File: src/rtl/ild_pkg.sv
// Shared types for the instruction length decoder.
// Assumes 32-bit default operand and address size.
package ild_pkg;

    // Kind of immediate an opcode carries, resolved to a byte count in stage 2
    typedef enum logic [3:0] {
        IMM_NONE  = 4'd0,
        IMM_B     = 4'd1,
        IMM_W     = 4'd2,
        IMM_Z     = 4'd3,
        IMM_WB    = 4'd4,
        IMM_MOFFS = 4'd5,
        IMM_PTR   = 4'd6,
        IMM_GRPB  = 4'd7,
        IMM_GRPZ  = 4'd8
    } imm_kind_e;

    typedef struct packed {
        logic      needs_modrm;
        imm_kind_e imm;
    } opc_info_t;

    localparam logic [7:0] ESCAPE_BYTE = 8'h0F;

endpackage

File: src/rtl/ild_prefix_scan.sv
// Prefix scanner: counts the run of prefix bytes from byte 0 of the window
// and records size overrides. Looks at SCAN_BYTES bytes; a run covering all
// of them is an overflow, with the count capped at SCAN_BYTES-1.
// Assumes SCAN_BYTES >= 2.
module ild_prefix_scan #(
    parameter int SCAN_BYTES = 6,
    localparam int CNT_W = $clog2(SCAN_BYTES)
) (
    input  logic [SCAN_BYTES*8-1:0] bytes_i,
    output logic [CNT_W-1:0]        cnt_o,
    output logic                    overflow_o,
    output logic                    opsz16_o,
    output logic                    adsz16_o
);

    logic [SCAN_BYTES-1:0] is_pfx;
    logic [SCAN_BYTES-1:0] is_opsz;
    logic [SCAN_BYTES-1:0] is_adsz;

    // One recogniser per scanned byte position
    for (genvar g = 0; g < SCAN_BYTES; g++) begin : g_rec
        logic [7:0] b;
        assign b = bytes_i[g*8 +: 8];
        always_comb begin : p_rec  // classify one byte as prefix or not
            unique case (b)
                8'h26, 8'h2E, 8'h36, 8'h3E, 8'h64, 8'h65,
                8'h66, 8'h67, 8'hF0, 8'hF2, 8'hF3: is_pfx[g] = 1'b1;
                default:                           is_pfx[g] = 1'b0;
            endcase
        end
        assign is_opsz[g] = (b == 8'h66);
        assign is_adsz[g] = (b == 8'h67);
    end

    // Walk the run in order; stop at the first non-prefix byte
    always_comb begin : p_walk
        logic run;
        run        = 1'b1;
        cnt_o      = '0;
        opsz16_o   = 1'b0;
        adsz16_o   = 1'b0;
        for (int i = 0; i < SCAN_BYTES - 1; i++) begin
            if (run && is_pfx[i]) begin
                cnt_o    = cnt_o + CNT_W'(1);
                opsz16_o = opsz16_o | is_opsz[i];
                adsz16_o = adsz16_o | is_adsz[i];
            end else begin
                run = 1'b0;
            end
        end
        overflow_o = run && is_pfx[SCAN_BYTES-1];
    end

endmodule

File: src/rtl/ild_opcode_class.sv
// Opcode classifier: for a first-map or second-map opcode, says whether a
// ModR/M byte follows and what kind of immediate is carried.
// Covers a representative opcode subset; unknown opcodes fall to defaults.
module ild_opcode_class
    import ild_pkg::*;
(
    input  logic       two_byte_i,
    input  logic [7:0] opc_i,
    output opc_info_t  info_o
);

    // First-map classification
    function automatic opc_info_t map_one(input logic [7:0] op);
        opc_info_t r;
        r.needs_modrm = 1'b0;
        r.imm         = IMM_NONE;
        casez (op)
            8'b00??_?0??: r.needs_modrm = 1'b1;
            8'b00??_?100: r.imm = IMM_B;
            8'b00??_?101: r.imm = IMM_Z;
            8'h62, 8'h63: r.needs_modrm = 1'b1;
            8'h68:        r.imm = IMM_Z;
            8'h69: begin r.needs_modrm = 1'b1; r.imm = IMM_Z; end
            8'h6A:        r.imm = IMM_B;
            8'h6B: begin r.needs_modrm = 1'b1; r.imm = IMM_B; end
            8'b0111_????: r.imm = IMM_B;
            8'h80, 8'h82, 8'h83: begin r.needs_modrm = 1'b1; r.imm = IMM_B; end
            8'h81: begin r.needs_modrm = 1'b1; r.imm = IMM_Z; end
            8'b1000_01??, 8'b1000_1???: r.needs_modrm = 1'b1;
            8'h9A, 8'hEA: r.imm = IMM_PTR;
            8'b1010_00??: r.imm = IMM_MOFFS;
            8'hA8:        r.imm = IMM_B;
            8'hA9:        r.imm = IMM_Z;
            8'b1011_0???: r.imm = IMM_B;
            8'b1011_1???: r.imm = IMM_Z;
            8'hC0, 8'hC1, 8'hC6: begin r.needs_modrm = 1'b1; r.imm = IMM_B; end
            8'hC7: begin r.needs_modrm = 1'b1; r.imm = IMM_Z; end
            8'hC2, 8'hCA: r.imm = IMM_W;
            8'hC8:        r.imm = IMM_WB;
            8'hC4, 8'hC5: r.needs_modrm = 1'b1;
            8'hCD:        r.imm = IMM_B;
            8'b1101_00??, 8'b1101_1???: r.needs_modrm = 1'b1;
            8'hD4, 8'hD5: r.imm = IMM_B;
            8'b1110_0???, 8'hEB: r.imm = IMM_B;
            8'hE8, 8'hE9: r.imm = IMM_Z;
            8'hF6: begin r.needs_modrm = 1'b1; r.imm = IMM_GRPB; end
            8'hF7: begin r.needs_modrm = 1'b1; r.imm = IMM_GRPZ; end
            8'hFE, 8'hFF: r.needs_modrm = 1'b1;
            default: ;
        endcase
        return r;
    endfunction

    // Second-map classification
    function automatic opc_info_t map_two(input logic [7:0] op);
        opc_info_t r;
        r.needs_modrm = 1'b1;
        r.imm         = IMM_NONE;
        casez (op)
            8'b1000_????: begin r.needs_modrm = 1'b0; r.imm = IMM_Z; end
            8'b0111_00??, 8'hA4, 8'hAC, 8'hBA, 8'hC2,
            8'hC4, 8'hC5, 8'hC6: r.imm = IMM_B;
            8'h05, 8'h06, 8'h07, 8'h08, 8'h09, 8'h0B,
            8'b0011_0???, 8'h77, 8'hA0, 8'hA1, 8'hA2,
            8'hA8, 8'hA9, 8'hAA, 8'b1100_1???: r.needs_modrm = 1'b0;
            default: ;
        endcase
        return r;
    endfunction

    // Select the map the escape byte picked
    always_comb begin : p_sel
        info_o = two_byte_i ? map_two(opc_i) : map_one(opc_i);
    end

endmodule

File: src/rtl/ild_modrm_size.sv
// Addressing-form decoder: from ModR/M, SIB and the address size, gives the
// presence of a SIB byte and the displacement size. Assumes a ModR/M byte is
// present; the caller gates the results otherwise.
module ild_modrm_size (
    input  logic [7:0] modrm_i,
    input  logic [7:0] sib_i,
    input  logic       adsz16_i,
    output logic       has_sib_o,
    output logic [2:0] disp_len_o
);

    logic [1:0] md;
    logic [2:0] rm;
    assign md = modrm_i[7:6];
    assign rm = modrm_i[2:0];

    // Apply the 16-bit or 32-bit addressing rules
    always_comb begin : p_size
        has_sib_o  = 1'b0;
        disp_len_o = 3'd0;
        if (adsz16_i) begin
            unique case (md)
                2'b00:   disp_len_o = (rm == 3'b110) ? 3'd2 : 3'd0;
                2'b01:   disp_len_o = 3'd1;
                2'b10:   disp_len_o = 3'd2;
                default: disp_len_o = 3'd0;
            endcase
        end else begin
            has_sib_o = (md != 2'b11) && (rm == 3'b100);
            unique case (md)
                2'b00: begin
                    if (rm == 3'b101)
                        disp_len_o = 3'd4;
                    else if (rm == 3'b100 && sib_i[2:0] == 3'b101)
                        disp_len_o = 3'd4;
                    else
                        disp_len_o = 3'd0;
                end
                2'b01:   disp_len_o = 3'd1;
                2'b10:   disp_len_o = 3'd4;
                default: disp_len_o = 3'd0;
            endcase
        end
    end

endmodule

File: src/rtl/insn_len_decoder.sv
// Instruction length decoder, two pipeline stages under one stall.
// Stage 1: prefix run, escape, opcode class, ModR/M and SIB byte pick.
// Stage 2: addressing form, immediate size, field offsets, length, error.
// Assumes byte 0 of the window is an instruction boundary.
module insn_len_decoder
    import ild_pkg::*;
#(
    parameter int WIN_BYTES = 16,
    parameter int MAX_PFX   = 5,
    parameter int MAX_LEN   = 15,
    localparam int OFF_W    = $clog2(WIN_BYTES),
    localparam int LEN_W    = OFF_W + 1,
    localparam int PC_W     = $clog2(MAX_PFX + 1)
) (
    input  logic                   clk,
    input  logic                   rst_n,
    input  logic                   in_valid,
    output logic                   in_ready,
    input  logic [WIN_BYTES*8-1:0] in_bytes,
    output logic                   out_valid,
    input  logic                   out_ready,
    output logic [LEN_W-1:0]       out_len,
    output logic [PC_W-1:0]        out_pfx_cnt,
    output logic                   out_two_byte,
    output logic                   out_has_modrm,
    output logic                   out_has_sib,
    output logic [2:0]             out_disp_len,
    output logic [2:0]             out_imm_len,
    output logic [OFF_W-1:0]       out_opc_off,
    output logic [OFF_W-1:0]       out_modrm_off,
    output logic [OFF_W-1:0]       out_sib_off,
    output logic [OFF_W-1:0]       out_disp_off,
    output logic [OFF_W-1:0]       out_imm_off,
    output logic                   out_err
);

    localparam int SCAN_BYTES = MAX_PFX + 1;

    logic en;
    assign en       = !out_valid || out_ready;
    assign in_ready = en;

    // ---------------- stage 1 ----------------
    logic [PC_W-1:0]  s0_pc;
    logic             s0_ovf, s0_o16, s0_a16;
    logic [OFF_W-1:0] s0_pc_idx, s0_m_idx;
    logic [7:0]       s0_b0, s0_b1, s0_opc, s0_modrm, s0_sib;
    logic             s0_two;
    opc_info_t        s0_info;

    ild_prefix_scan #(.SCAN_BYTES(SCAN_BYTES)) u_pfx (
        .bytes_i    (in_bytes[SCAN_BYTES*8-1:0]),
        .cnt_o      (s0_pc),
        .overflow_o (s0_ovf),
        .opsz16_o   (s0_o16),
        .adsz16_o   (s0_a16)
    );

    // Locate opcode, escape and the ModR/M and SIB candidates
    always_comb begin : p_pick
        s0_pc_idx = OFF_W'(s0_pc);
        s0_b0     = in_bytes[{s0_pc_idx, 3'b000} +: 8];
        s0_b1     = in_bytes[{s0_pc_idx + OFF_W'(1), 3'b000} +: 8];
        s0_two    = (s0_b0 == ESCAPE_BYTE);
        s0_opc    = s0_two ? s0_b1 : s0_b0;
        s0_m_idx  = s0_pc_idx + OFF_W'(1) + OFF_W'(s0_two);
        s0_modrm  = in_bytes[{s0_m_idx, 3'b000} +: 8];
        s0_sib    = in_bytes[{s0_m_idx + OFF_W'(1), 3'b000} +: 8];
    end

    ild_opcode_class u_cls (
        .two_byte_i (s0_two),
        .opc_i      (s0_opc),
        .info_o     (s0_info)
    );

    logic             s1_valid, s1_ovf, s1_o16, s1_a16, s1_two;
    logic [PC_W-1:0]  s1_pc;
    logic [OFF_W-1:0] s1_m_idx;
    logic [7:0]       s1_modrm, s1_sib;
    opc_info_t        s1_info;

    // Stage 1 register, advancing only when the pipe is not stalled
    always_ff @(posedge clk) begin : p_s1
        if (!rst_n) begin
            s1_valid <= 1'b0;
            s1_ovf   <= 1'b0;
            s1_o16   <= 1'b0;
            s1_a16   <= 1'b0;
            s1_two   <= 1'b0;
            s1_pc    <= '0;
            s1_m_idx <= '0;
            s1_modrm <= '0;
            s1_sib   <= '0;
            s1_info  <= '{needs_modrm: 1'b0, imm: IMM_NONE};
        end else if (en) begin
            s1_valid <= in_valid;
            s1_ovf   <= s0_ovf;
            s1_o16   <= s0_o16;
            s1_a16   <= s0_a16;
            s1_two   <= s0_two;
            s1_pc    <= s0_pc;
            s1_m_idx <= s0_m_idx;
            s1_modrm <= s0_modrm;
            s1_sib   <= s0_sib;
            s1_info  <= s0_info;
        end
    end

    // ---------------- stage 2 ----------------
    logic       am_sib;
    logic [2:0] am_disp;

    ild_modrm_size u_am (
        .modrm_i    (s1_modrm),
        .sib_i      (s1_sib),
        .adsz16_i   (s1_a16),
        .has_sib_o  (am_sib),
        .disp_len_o (am_disp)
    );

    logic             s2_sib;
    logic [2:0]       s2_disp, s2_imm, z_len, a_len;
    logic             grp_imm;
    logic [OFF_W-1:0] s2_disp_off, s2_imm_off;
    logic [LEN_W-1:0] s2_len;

    // Resolve immediate size from its kind and the size overrides
    always_comb begin : p_imm
        z_len   = s1_o16 ? 3'd2 : 3'd4;
        a_len   = s1_a16 ? 3'd2 : 3'd4;
        grp_imm = (s1_modrm[5:4] == 2'b00);
        unique case (s1_info.imm)
            IMM_B:     s2_imm = 3'd1;
            IMM_W:     s2_imm = 3'd2;
            IMM_Z:     s2_imm = z_len;
            IMM_WB:    s2_imm = 3'd3;
            IMM_MOFFS: s2_imm = a_len;
            IMM_PTR:   s2_imm = z_len + 3'd2;
            IMM_GRPB:  s2_imm = grp_imm ? 3'd1 : 3'd0;
            IMM_GRPZ:  s2_imm = grp_imm ? z_len : 3'd0;
            default:   s2_imm = 3'd0;
        endcase
    end

    // Place the fields and sum the length
    always_comb begin : p_sum
        s2_sib      = s1_info.needs_modrm && am_sib;
        s2_disp     = s1_info.needs_modrm ? am_disp : 3'd0;
        s2_disp_off = s1_m_idx + OFF_W'(s1_info.needs_modrm) + OFF_W'(s2_sib);
        s2_imm_off  = s2_disp_off + OFF_W'(s2_disp);
        s2_len      = LEN_W'(s2_imm_off) + LEN_W'(s2_imm);
    end

    // Output register, held while the consumer stalls
    always_ff @(posedge clk) begin : p_out
        if (!rst_n) begin
            out_valid     <= 1'b0;
            out_len       <= '0;
            out_pfx_cnt   <= '0;
            out_two_byte  <= 1'b0;
            out_has_modrm <= 1'b0;
            out_has_sib   <= 1'b0;
            out_disp_len  <= '0;
            out_imm_len   <= '0;
            out_opc_off   <= '0;
            out_modrm_off <= '0;
            out_sib_off   <= '0;
            out_disp_off  <= '0;
            out_imm_off   <= '0;
            out_err       <= 1'b0;
        end else if (en) begin
            out_valid     <= s1_valid;
            out_len       <= s2_len;
            out_pfx_cnt   <= s1_pc;
            out_two_byte  <= s1_two;
            out_has_modrm <= s1_info.needs_modrm;
            out_has_sib   <= s2_sib;
            out_disp_len  <= s2_disp;
            out_imm_len   <= s2_imm;
            out_opc_off   <= OFF_W'(s1_pc);
            out_modrm_off <= s1_m_idx;
            out_sib_off   <= s1_m_idx + OFF_W'(1);
            out_disp_off  <= s2_disp_off;
            out_imm_off   <= s2_imm_off;
            out_err       <= s1_ovf || (s2_len > LEN_W'(MAX_LEN));
        end
    end

endmodule

File: config.mk
export PLATFORM = sky130hd
export DESIGN_NAME = insn_len_decoder
export DESIGN_NICKNAME = d
export VERILOG_FILES = /design/src/rtl/ild_pkg.sv /design/src/rtl/ild_prefix_scan.sv /design/src/rtl/ild_opcode_class.sv /design/src/rtl/ild_modrm_size.sv /design/src/rtl/insn_len_decoder.sv
export SDC_FILE = /design/constraint.sdc
export NUM_CORES = 1
export LEC_CHECK = 0
export BUFFER_PORTS_ARGS = -buffer_cell sky130_fd_sc_hd__buf_2
export CORE_MARGIN = 10
export CORE_UTILIZATION = 50
export DETAILED_ROUTE_END_ITERATION = 8
export PLACE_DENSITY = 0.79
export SETUP_SLACK_MARGIN = 0.1
export SLEW_MARGIN = 20
export SYNTH_ARGS = -nofsm -noshare
export SYNTH_HDL_FRONTEND = slang
export SYNTH_SLANG_ARGS = --single-unit
File: constraint.sdc
create_clock -name clk -period 7.2 [get_ports clk]
set_clock_uncertainty 0.05 [all_clocks]
set_input_delay 1.08 -clock clk [delete_from_list [all_inputs] [get_ports clk]]
set_output_delay 1.08 -clock clk [all_outputs]
set_load 0.03 [all_outputs]
Word-level counts from Yosys, hierarchy flattened
Cells that the tools add are included.
- register bits after elaboration: 63
- bits of input ports: 132
- output and inout bits: 40
- logic and storage cells: 266
- $add $sub $neg: 13
- $lt $le $gt $ge: 1
- eq/ne operators: 144
- shift operators: 4
- muxes and demuxes: 45
- bitwise operators: 8
- reduce and logical (&&, ||, !) cells: 27
- operators with widths (operator ; count):
    == test 8 bit, second input constant ; 52
    indexed part select 128 x 8 -> 8 bit ; 2
    == test 8 x 7 -> 1 bit, second input constant ; 31
    == test 8 x 6 -> 1 bit, second input constant ; 24
    indexed part select 128 x 7 -> 8 bit ; 1
    indexed part select 128 x 8 -> 3 bit ; 1
    OR reduction 11 bit ; 6
    2-to-1 mux 3 bit ; 11
    == test 8 x 4 -> 1 bit, second input constant ; 4
    case mux 4 bit (8 select lines) ; 1
    == test 5 bit, second input constant ; 6
    2-to-1 mux 1 bit ; 26
    == test 8 x 3 -> 1 bit, second input constant ; 3
    case mux 3 bit (8 select lines) ; 1
    OR reduction 23 bit ; 1
    == test 4 x 3 -> 1 bit, second input constant ; 5
    == test 6 bit, second input constant ; 3
    case mux 3 bit (3 select lines) ; 2
    OR reduction 17 bit ; 1
    OR reduction 16 bit ; 1
    == test 5 x 3 -> 1 bit, second input constant ; 3
    adder 4 x 1 -> 4 bit ; 3
    == test 3 bit, second input constant ; 4
    adder 3 x 1 -> 3 bit, second input constant ; 3
    other kinds (27) ; 47

Logic depth before layout (Yosys ltp)
Gate-level depths: netlist of run 1.
- word-level depth: 19
- gate-level depth with buffers: 33
- mapped depth without buffers: 26

Cells and area by module
Synthesis of run 1 repeated with hierarchy kept, for this count alone.
- cells, all modules: 803
- area, all modules: 7463.4 sq um
- by module, submodules not included (module ; instances ; cells an instance ; area an instance (sq um)):
    insn_len_decoder ; 1 ; 579 ; 5994.5
    ild_opcode_class ; 1 ; 116 ; 732.0
    ild_prefix_scan ; 1 ; 96 ; 659.4
    ild_modrm_size ; 1 ; 12 ; 77.6

Least setup slack after synthesis of run 1
No wires, ideal clock.
- path kind: input -> register
- start: input in_bytes[0]
- end: register s1_sib[0]
- arrival: 7619 ps
- path slack: -594 ps
- stages: 31
- path buffers: 7
- cell sequence: nor4b_1 -> nor3_1 -> nor4b_4 -> nand2_1 -> inv_1 -> ha_1 -> nor2_1 -> nor2_1 -> ha_1 -> o211ai_1 -> o211a_1 -> o2111ai_2 -> buf_6 -> buf_6 -> or3b_1 -> and4_1 -> nor4_4 -> and2b_1 -> buf_6 -> nand3_1 -> ha_1 -> clkbuf_1 -> clkbuf_1 -> buf_1 -> inv_1 -> ha_1 -> clkbuf_1 -> mux4_2 -> mux2_2 -> o211ai_1 -> a21boi_0
- longest elaborated chain between the ends: 17
- elaborated cells on any way between the ends: 36
- those cells by class: 7 x add/sub; 12 x eq/ne; 2 x shift; 10 x mux; 5 x reduce/logical
- ends and longest elaborated chain (element ; line ; source):
    start: declaration ; insn_len_decoder.sv:19 ; input logic [WIN_BYTES*8-1:0] in_bytes,
    == test 8 x 6 -> 1 bit (tied with other cells) ; ild_prefix_scan.sv:25 ; unique case (b)
    OR reduction 11 bit ; ild_prefix_scan.sv:25 ;
    2-to-1 mux 1 bit ; ild_prefix_scan.sv:25 ;
    2-to-1 mux 1 bit ; ild_prefix_scan.sv:43 ; if (run && is_pfx[i]) begin
    adder 1 x 1 -> 2 bit / logical AND 1 bit (equally long branches) ; ild_prefix_scan.sv:44, ild_prefix_scan.sv:43 ;
    2-to-1 mux 3 bit / 2-to-1 mux 1 bit (equally long branches) ; ild_prefix_scan.sv:43 ;
    adder 3 x 1 -> 3 bit / logical AND 1 bit (equally long branches) ; ild_prefix_scan.sv:44, ild_prefix_scan.sv:43 ;
    2-to-1 mux 3 bit / 2-to-1 mux 1 bit (equally long branches) ; ild_prefix_scan.sv:43 ;
    [2 not listed] ; - ;
    adder 3 x 1 -> 3 bit / logical AND 1 bit (equally long branches) ; ild_prefix_scan.sv:44, ild_prefix_scan.sv:43 ;
    2-to-1 mux 3 bit ; ild_prefix_scan.sv:43 ;
    indexed part select 128 x 7 -> 8 bit ; insn_len_decoder.sv:62 ; s0_b0 = in_bytes[{s0_pc_idx, 3'b000} +: 8];
    == test 8 x 4 -> 1 bit ; insn_len_decoder.sv:64 ; s0_two = (s0_b0 == ESCAPE_BYTE);
    adder 4 x 1 -> 4 bit * ; insn_len_decoder.sv:66 ; s0_m_idx = s0_pc_idx + OFF_W'(1) + OFF_W'(s0_two);
    net s0_m_idx[0] ; insn_len_decoder.sv:46 ; logic [OFF_W-1:0] s0_pc_idx, s0_m_idx;
    adder 4 x 1 -> 4 bit * ; insn_len_decoder.sv:68 ; s0_sib = in_bytes[{s0_m_idx + OFF_W'(1), 3'b000} +: 8];
    indexed part select 128 x 8 -> 3 bit * ; insn_len_decoder.sv:68 ;
    end signal: assignment ; insn_len_decoder.sv:105 ; s1_sib <= s0_sib;
    end: declaration ; insn_len_decoder.sv:80 ; logic [7:0] s1_modrm, s1_sib;
Mark *: on every way through the listed nets, which the timed path passes. The rest lies on a longest branch.
A chain may end at the register's enable or synchronous reset.

Final worst setup path of run 1
- start: input in_bytes[10]
- end: register s1_modrm[4]
- longest elaborated chain between the ends: 15
- elaborated cells on any way between the ends: 32
- those cells by class: 5 x add/sub; 12 x eq/ne; 2 x shift; 8 x mux; 5 x reduce/logical
- ends and longest elaborated chain (element ; line ; source):
    == test 8 x 6 -> 1 bit (tied with other cells) ; ild_prefix_scan.sv:25 ;
    OR reduction 11 bit ; ild_prefix_scan.sv:25 ;
    2-to-1 mux 1 bit ; ild_prefix_scan.sv:25 ;
    logical AND 1 bit ; ild_prefix_scan.sv:43 ;
    2-to-1 mux 3 bit / 2-to-1 mux 1 bit (equally long branches) ; ild_prefix_scan.sv:43 ;
    adder 3 x 1 -> 3 bit / logical AND 1 bit (equally long branches) ; ild_prefix_scan.sv:44, ild_prefix_scan.sv:43 ;
    2-to-1 mux 3 bit / 2-to-1 mux 1 bit (equally long branches) ; ild_prefix_scan.sv:43 ;
    adder 3 x 1 -> 3 bit / logical AND 1 bit (equally long branches) ; ild_prefix_scan.sv:44, ild_prefix_scan.sv:43 ;
    2-to-1 mux 3 bit / 2-to-1 mux 1 bit (equally long branches) ; ild_prefix_scan.sv:43 ;
    adder 3 x 1 -> 3 bit / logical AND 1 bit (equally long branches) ; ild_prefix_scan.sv:44, ild_prefix_scan.sv:43 ;
    2-to-1 mux 3 bit ; ild_prefix_scan.sv:43 ;
    indexed part select 128 x 7 -> 8 bit ; insn_len_decoder.sv:62 ;
    == test 8 x 4 -> 1 bit ; insn_len_decoder.sv:64 ;
    adder 4 x 1 -> 4 bit * ; insn_len_decoder.sv:66 ;
    net s0_m_idx[1] ; insn_len_decoder.sv:46 ;
    indexed part select 128 x 8 -> 8 bit * ; insn_len_decoder.sv:67 ; s0_modrm = in_bytes[{s0_m_idx, 3'b000} +: 8];
    end signal: assignment ; insn_len_decoder.sv:104 ; s1_modrm <= s0_modrm;
    end: declaration ; insn_len_decoder.sv:80 ;
Marks and branches as above.

==> out/summary.txt, run 1 <==
Clock Pin Slew Worst Setup and Hold Paths -> 0.05 ns
total CTS buffers -> 9
largest buffer count on any clock path -> 2
Setup crit start kind -> primary input
top area cells in the synthesized netlist -> dfxtp_1 18%, mux4_2 13%, mux2i_1 8.6%
WP data required -> 7.36 ns
Worst Tran Pin Value -> 0.9156 ns
Final Core Density -> 62.88%
max-slew violation count -> 0
TritonCTS clock tree -> yes
Root Buffer -> clkbuf_16
DR DRC count -> 0
initial core utilization -> 50.68%
number of global-route vias before repair -> 7155
syn_nets -> 954
Cells after Synth -> 806
Max Fclk -> 0.1485 GHz
grt ovf -> 0
wire length per cell -> 21.47 µm
DIE WIDTH -> 138.2 µm
Clock Sink Count -> 62
synth warn -> 0
Die Ht -> 138.2 µm
Final min period -> 6.736 ns
setup TNS -> 0 ns
Final ANT Viol Nets -> 0
sequential share of power -> 33.1%
number of DRC markers after the initial detailed-route iteration -> 746
Place WS -> 0.1283 ns
Total Wirelength -> 25.33 mm
initial antenna violation count -> 0
detailed-route via count -> 7458
post-synth top area cell -> dfxtp_1
vias per cell -> 6.320
Fill cells -> 1209
Layout area overhead -> 24.07%
final instance area -> 0.008661 mm²
register area share after synthesis -> 17.78%
async set-reset flop share out of synthesis -> 0%
maximum vdd drop -> 0.1174 mV
Placed Area -> 0.008342 mm²
P_int -> 765.8 µW
port bufs -> 163
nets@finish -> 1143
Switching Power -> 375.4 µW
layout cells sized above 1 -> 34.10%
RSZ-0062 raised after global routing -> no
crit path DAT -> 6.90 ns
grt met2 use -> 39.91%
Total GRT Usage -> 24.78%
final setup margin -> 0.4638 ns
P_leak -> 3.935 nW
global routing's busiest layer -> met2
worst-path fanout max -> 9
status -> finished clean
fin cells -> 1180
Post-synth EDFFs -> 0
number of optimization iterations in the first detailed-route pass -> 6
worst-skew pair later-pin latency -> 0.32 ns
Rows -> 43
Most common cell on crit path -> nor2b_1
worst hold slack -> 0.4087 ns
share of the synthesized area in the top cell type -> 17.78%
#FFs+latches synth -> 62
Fin. Hold Viols -> 0
total power -> 1.141 mW
most used flip-flop cell after synthesis -> dfxtp_1
combinational power share -> 32.5%
placed cells -> 1162
die area -> 0.01909 mm²
ratio of final minimum period to clock period -> 93.56%
Hold WC Path Type -> reg2reg
max_cap viols -> 0
Antenna Cells -> 0
Core Region -> 0.01377 mm²
CP max-delay cell -> mux4_2
library cells used by synthesis -> 99
Rel. slew slack -> 37.38%
Clock Power Share -> 34.5%
largest net degree at the start of global routing -> 64
syn avg cell area -> 8.661 µm²
CP Class -> in2reg
dpl hpwl -> 19.88 mm
GR Util met1 -> 32.25%
met3 Resource Use GR -> 5.651%
switching power share of the total -> 32.89%
H-tree depth -> 3
PwrDens -> 131.8 mW/mm²
Mapped Area -> 0.006980 mm²
first-pass GRT wire length -> 39.63 mm
I/O pins -> 172
endpoints failing setup -> 0
endpoint class of the critical path -> flop
max incr delay on CP -> 0.52 ns
gpl congestion -> 0.9943
==> Yosys cell counts, types with 5 or more instances <==
library cell and n:
a211oi_1 23, a21boi_0 31, a21oi_1 31, a31oi_1 7, and2_1 6, and3_1 5, buf_1 6, buf_2 12
buf_4 8, buf_6 8, clkbuf_1 27, dfxtp_1 62, ha_1 13, inv_1 30, mux2_2 9, mux2i_1 60
mux4_2 41, nand2_1 104, nand2b_1 11, nand3_1 18, nand3b_1 10, nand4_1 14, nor2_1 40, nor2b_1 24
nor3_1 11, nor3b_1 13, nor4_1 7, nor4b_1 6, o211a_1 13, o211ai_1 7, o21a_1 6, o21ai_0 23
xnor2_1 5, xor2_1 6
==> final cells by class <==
type	count	area (µm²)	share of cell area [%]
multi-input combinational	652	5369	61.99
timing repair buffer	238	1429	16.50
sequential	62	1241	14.33
clock buffer	11	242.7	2.803
tap	180	225.2	2.600
inverter	32	120.1	1.387
clock inverter	5	33.78	0.3901
==> placed cells by master (no fill, tap or decap), types with 7 or more instances in the layout <==
master and n:
mux2i_1 60, mux2_2 9, nand3_1 18, buf_2 163
ha_1 10, nor3b_1 13, a31oi_1 7, a21oi_1 31
nand2_1 104, nor4_1 7, nor3_1 11, inv_1 30
clkbuf_16 9, nand4_1 14, mux4_2 41, o211a_1 13
o211ai_1 7, nand3b_1 10, nor2_1 40, buf_4 71
nor2b_1 23, a211oi_1 22, nand2b_1 11, a21boi_0 31
dfxtp_1 62, o21ai_0 23
==> worst max-delay path: cells and delay by family <==
family	cells	cell delay, ns
simple gates	11	1.98
compound gates	7	1.39
mux	1	0.52
fa+ha+maj	4	1.08
buf+inv	6	0.86
==> sequential cells by signal, indices dropped and copies added (netlist names), 4 cells and up <==
name	flops
out_sib_off	4
s1_modrm	7
out_modrm_off	4
out_disp_off	4
out_len	5
s1_info	5
s1_m_idx	4
out_imm_off	4
==> power groups by stage <==
stage	clock [mW]	combinational (mW)	sequential (mW)
2_1_floorplan	0	0.200	0.401
3_3_place_gp	0	0.358	0.383
3_5_place_dp	0	0.362	0.384
4_1_cts	0.396	0.364	0.377
5_1_grt	0.413	0.398	0.380
6_report	0.393	0.370	0.377
==> worst paths after layout <==
check | from | to | slack (ns) | depth (start not counted)
setup / recovery | in_bytes[10] | s1_modrm[4] | 0.46 | 29
hold / removal | out_disp_len[2] | out_disp_len[2] | 0.41 | 2
setup reg to reg | s1_info[4] | out_len[3] | 3.46 | 13
hold reg to reg | out_disp_len[2] | out_disp_len[2] | 0.41 | 2
==> metal layers <==
layer / share of wire (%) / vias to the layer above / wire length [µm]
li1: - / 3462 / -
met1: 42 / 3519 / 10620
met2: 46 / 425 / 11690
met3: 9.5 / 52 / 2418
met4: 2.4 / 0 / 603
met5: 0 / - / 0
==> timing repair <==
action,CTS,global route
endpoints found under the setup margin,0,8
hold buffers,0,0
resized for setup,0,3
setup buffers,0,1
==> cells by family after synthesis <==
logic type,after synthesis,share of synthesized area [%]
compound gates,203,22.76
xor+xnor,11,1.380
fa+ha+maj,16,3.191
buf+inv,93,6.507
flops,62,17.78
mux,113,23.98
other cells,1,0.05372
simple gates,307,24.34
No activity file was read; power rests on OpenSTA's default activity.
==> run 2: changes to the inputs <==
--- a/config.mk
+++ b/config.mk
@@ -6,10 +6,10 @@
 export NUM_CORES = 1
 export LEC_CHECK = 0
 export BUFFER_PORTS_ARGS = -buffer_cell sky130_fd_sc_hd__buf_2
-export CORE_MARGIN = 10
-export CORE_UTILIZATION = 50
+export CORE_MARGIN = 2
+export CORE_UTILIZATION = 55
 export DETAILED_ROUTE_END_ITERATION = 8
-export PLACE_DENSITY = 0.79
+export PLACE_DENSITY = 0.82
 export SETUP_SLACK_MARGIN = 0.1
 export SLEW_MARGIN = 20
 export SYNTH_ARGS = -nofsm -noshare
==> constraint.sdc (replaced) <==
create_clock -name clk -period 8.4 [get_ports clk]
set_clock_uncertainty 0.05 [all_clocks]
set_input_delay 1.26 -clock clk [delete_from_list [all_inputs] [get_ports clk]]
set_output_delay 1.26 -clock clk [all_outputs]
set_load 0.03 [all_outputs]
==> out/summary.txt, run 2 (synthesis results as in run 1) <==
biggest regs -> s1_modrm x7, out_len x5, s1_info x5
Max Fclk -> 0.1369 GHz
Met2 Wirelength -> 10.96 mm (-6.3%)
Fin. Hold Viols -> 0 (unchanged)
commonest non-fill, non-tap cells in the layout -> 163 x buf_2, 104 x nand2_1, 62 x dfxtp_1, 60 x mux2i_1, 41 x mux4_2
PwrDens -> 122.4 mW/mm² (-7.1%)
total CTS buffers -> 9 (unchanged)
Final Core Density -> 67.39% (+4.5 points)
CTS hold repair buffers -> 0 (unchanged)
Layout area overhead -> 20.85%
worst-path fanout max -> 13 (+4)
WHS Path Cells -> 2 (unchanged)
Die Ht -> 116.7 µm (-16%)
placed cells -> 1122 (-3.4%)
status -> finished clean
post-CTS sizing -> 0 (unchanged)
fin cells -> 1138 (-3.6%)
final instance area -> 0.008436 mm² (-2.6%)
port bufs -> 163 (unchanged)
Total GRT Usage -> 33.81% (+9.0 points)
setup TNS -> 0 ns (unchanged)
RSZ-0062 raised after global routing -> no
maximum vdd drop -> 0.09420 mV (-20%)
Hold EP -> out_modrm_off[1]
Reg with most FFs -> s1_modrm
largest buffer count on any clock path -> 2 (unchanged)
detailed-route via count -> 7374 (-1.1%)
gpl congestion -> 1.006 (+1.2%)
Fill cells -> 1056 (-13%)
initial antenna violation count -> 0 (unchanged)
uppermost layer routed -> met4
total power -> 1.033 mW (-9.5%)
FF+latch area -> 0.001241 mm² (unchanged)
CP Class -> in2reg
Core Region -> 0.01252 mm² (-9.1%)
largest net degree at the start of global routing -> 64 (unchanged)
Setup crit start kind -> primary input
Total Wirelength -> 23.02 mm (-9.1%)
wl on met1 -> 9.060 mm (-15%)
Clock Pin Slew Worst Setup and Hold Paths -> 0.06 ns (about the same)
H-tree depth -> 3 (unchanged)
worst hold slack -> 0.4070 ns (-0.001651 ns)
setup bufs post-CTS -> 0 (unchanged)
Worst Tran Pin Value -> 0.8914 ns (-0.02423 ns)
endpoints failing setup -> 0 (unchanged)
endpoint class of the critical path -> flop
R2R Path End -> out_len[3]
Hold WC Path Type -> reg2reg
Clock Sink Count -> 62 (unchanged)
vias per cell -> 6.480 (+2.5%)
number of global-route vias before repair -> 7015 (-2.0%)
wire length per cell -> 20.23 µm (-5.8%)
worst-skew pair later-pin latency -> 0.32 ns (about the same)
final setup margin -> 1.093 ns (+0.6293 ns)
ratio of final minimum period to clock period -> 86.99%
most common cell after layout, fill and taps aside -> buf_2
number of optimization iterations in the first detailed-route pass -> 8 (+2)
grt ovf -> 0 (unchanged)
Placed Area -> 0.008104 mm² (-2.8%)
Rows -> 41 (-4.7%)
TritonCTS clock tree -> yes
Final ANT Viol Nets -> 0 (unchanged)
FF-to-FF setup slack -> 4.71 ns (+1.25 ns)
max FFs per register -> 7 (unchanged)
multi-input logic area -> 0.005334 mm² (-0.65%)
crit path DAT -> 7.46 ns (+0.56 ns)
max-slew violation count -> 0 (unchanged)
Rel. slew slack -> 40.57% (+3.2 points)
first-pass GRT wire length -> 36.08 mm (-9.0%)
number of DRC markers after the initial detailed-route iteration -> 740 (-0.80%)
Antenna Cells -> 0 (unchanged)
DR DRC count -> 0 (unchanged)
routed wl met3 -> 2.355 mm (-2.6%)
initial core utilization -> 55.77% (+5.1 points)
P_leak -> 3.811 nW (-3.2%)
DIE WIDTH -> 116.7 µm (-16%)
WP data required -> 8.55 ns (+1.19 ns)
cell count of the worst reg-to-reg path -> 13 (unchanged)
die area -> 0.01361 mm² (-29%)
layout cells sized above 1 -> 31.68% (-2.4 points)
FF-to-FF Start -> s1_info[4]
worst hold start -> out_modrm_off[1]
Place WS -> 0.8396 ns (+0.7114 ns)
nets@finish -> 1109 (-3.0%)
max_cap viols -> 0 (unchanged)
dpl hpwl -> 17.44 mm (-12%)
Root Buffer -> clkbuf_16
I/O pins -> 172 (unchanged)
Final min period -> 7.307 ns
run 2: report_power, final:
| group | switching [mW] | leakage, nW | internal (mW) |
|---|---|---|---|
| clock network | 0.135 | 0.155 | 0.269 |
| logic | 0.175 | 3.15 | 0.130 |
| registers | 0.0132 | 0.507 | 0.310 |
| total | 0.323 | 3.81 | 0.709 |
run 2: cell type report:
| type | count | share of cell area (%) |
|---|---|---|
| tap | 172 | 2.551 |
| multi-input combinational | 651 | 63.23 |
| clock buffer | 10 | 2.833 |
| sequential | 62 | 14.71 |
| timing repair buffer | 205 | 14.15 |
| clock inverter | 6 | 1.098 |
| inverter | 32 | 1.424 |
run 2: how the worst max path moves through the flow:
| stage | to | slack, ns | from | cells after the start |
|---|---|---|---|---|
| 3_3_place_gp | s1_sib[2] | 0.87 | in_bytes[0] | 27 |
| 5_1_grt | s1_modrm[1] | 0.68 | in_bytes[0] | 29 |
| 2_1_floorplan | s1_sib[0] | 0.43 | in_bytes[0] | 31 |
| 4_1_cts | s1_sib[2] | 1.16 | in_bytes[0] | 27 |
| 3_5_place_dp | s1_sib[2] | 0.84 | in_bytes[0] | 27 |
| 6_report | s1_sib[2] | 1.09 | in_bytes[0] | 27 |
run 2: worst max-delay path: stages:
cell       delay (ns)
buf_2            0.17
nor4b_1          0.30
nor3_1           0.15
or4b_1           0.62
a21oi_1          0.18
ha_1             0.26
nor2_1           0.11
nor2_1           0.05
ha_1             0.21
o211ai_1         0.10
o211a_1          0.22
o2111ai_4        0.33
buf_4            0.30
o311a_1          0.32
nor4_4           0.37
and2b_1          0.25
nand3_1          0.16
ha_2             0.22
inv_1            0.05
ha_2             0.28
buf_12           0.16
ha_1             0.34
buf_12           0.13
mux4_2           0.32
mux2_2           0.31
o211ai_1         0.17
a21boi_0         0.11
run 2: layer usage:
layer	vias to the layer above	track usage [%]
met3	65	7.265
met4	0	10.75
met2	430	56.51
met5	-	0
met1	3490	43.83
li1	3389	-
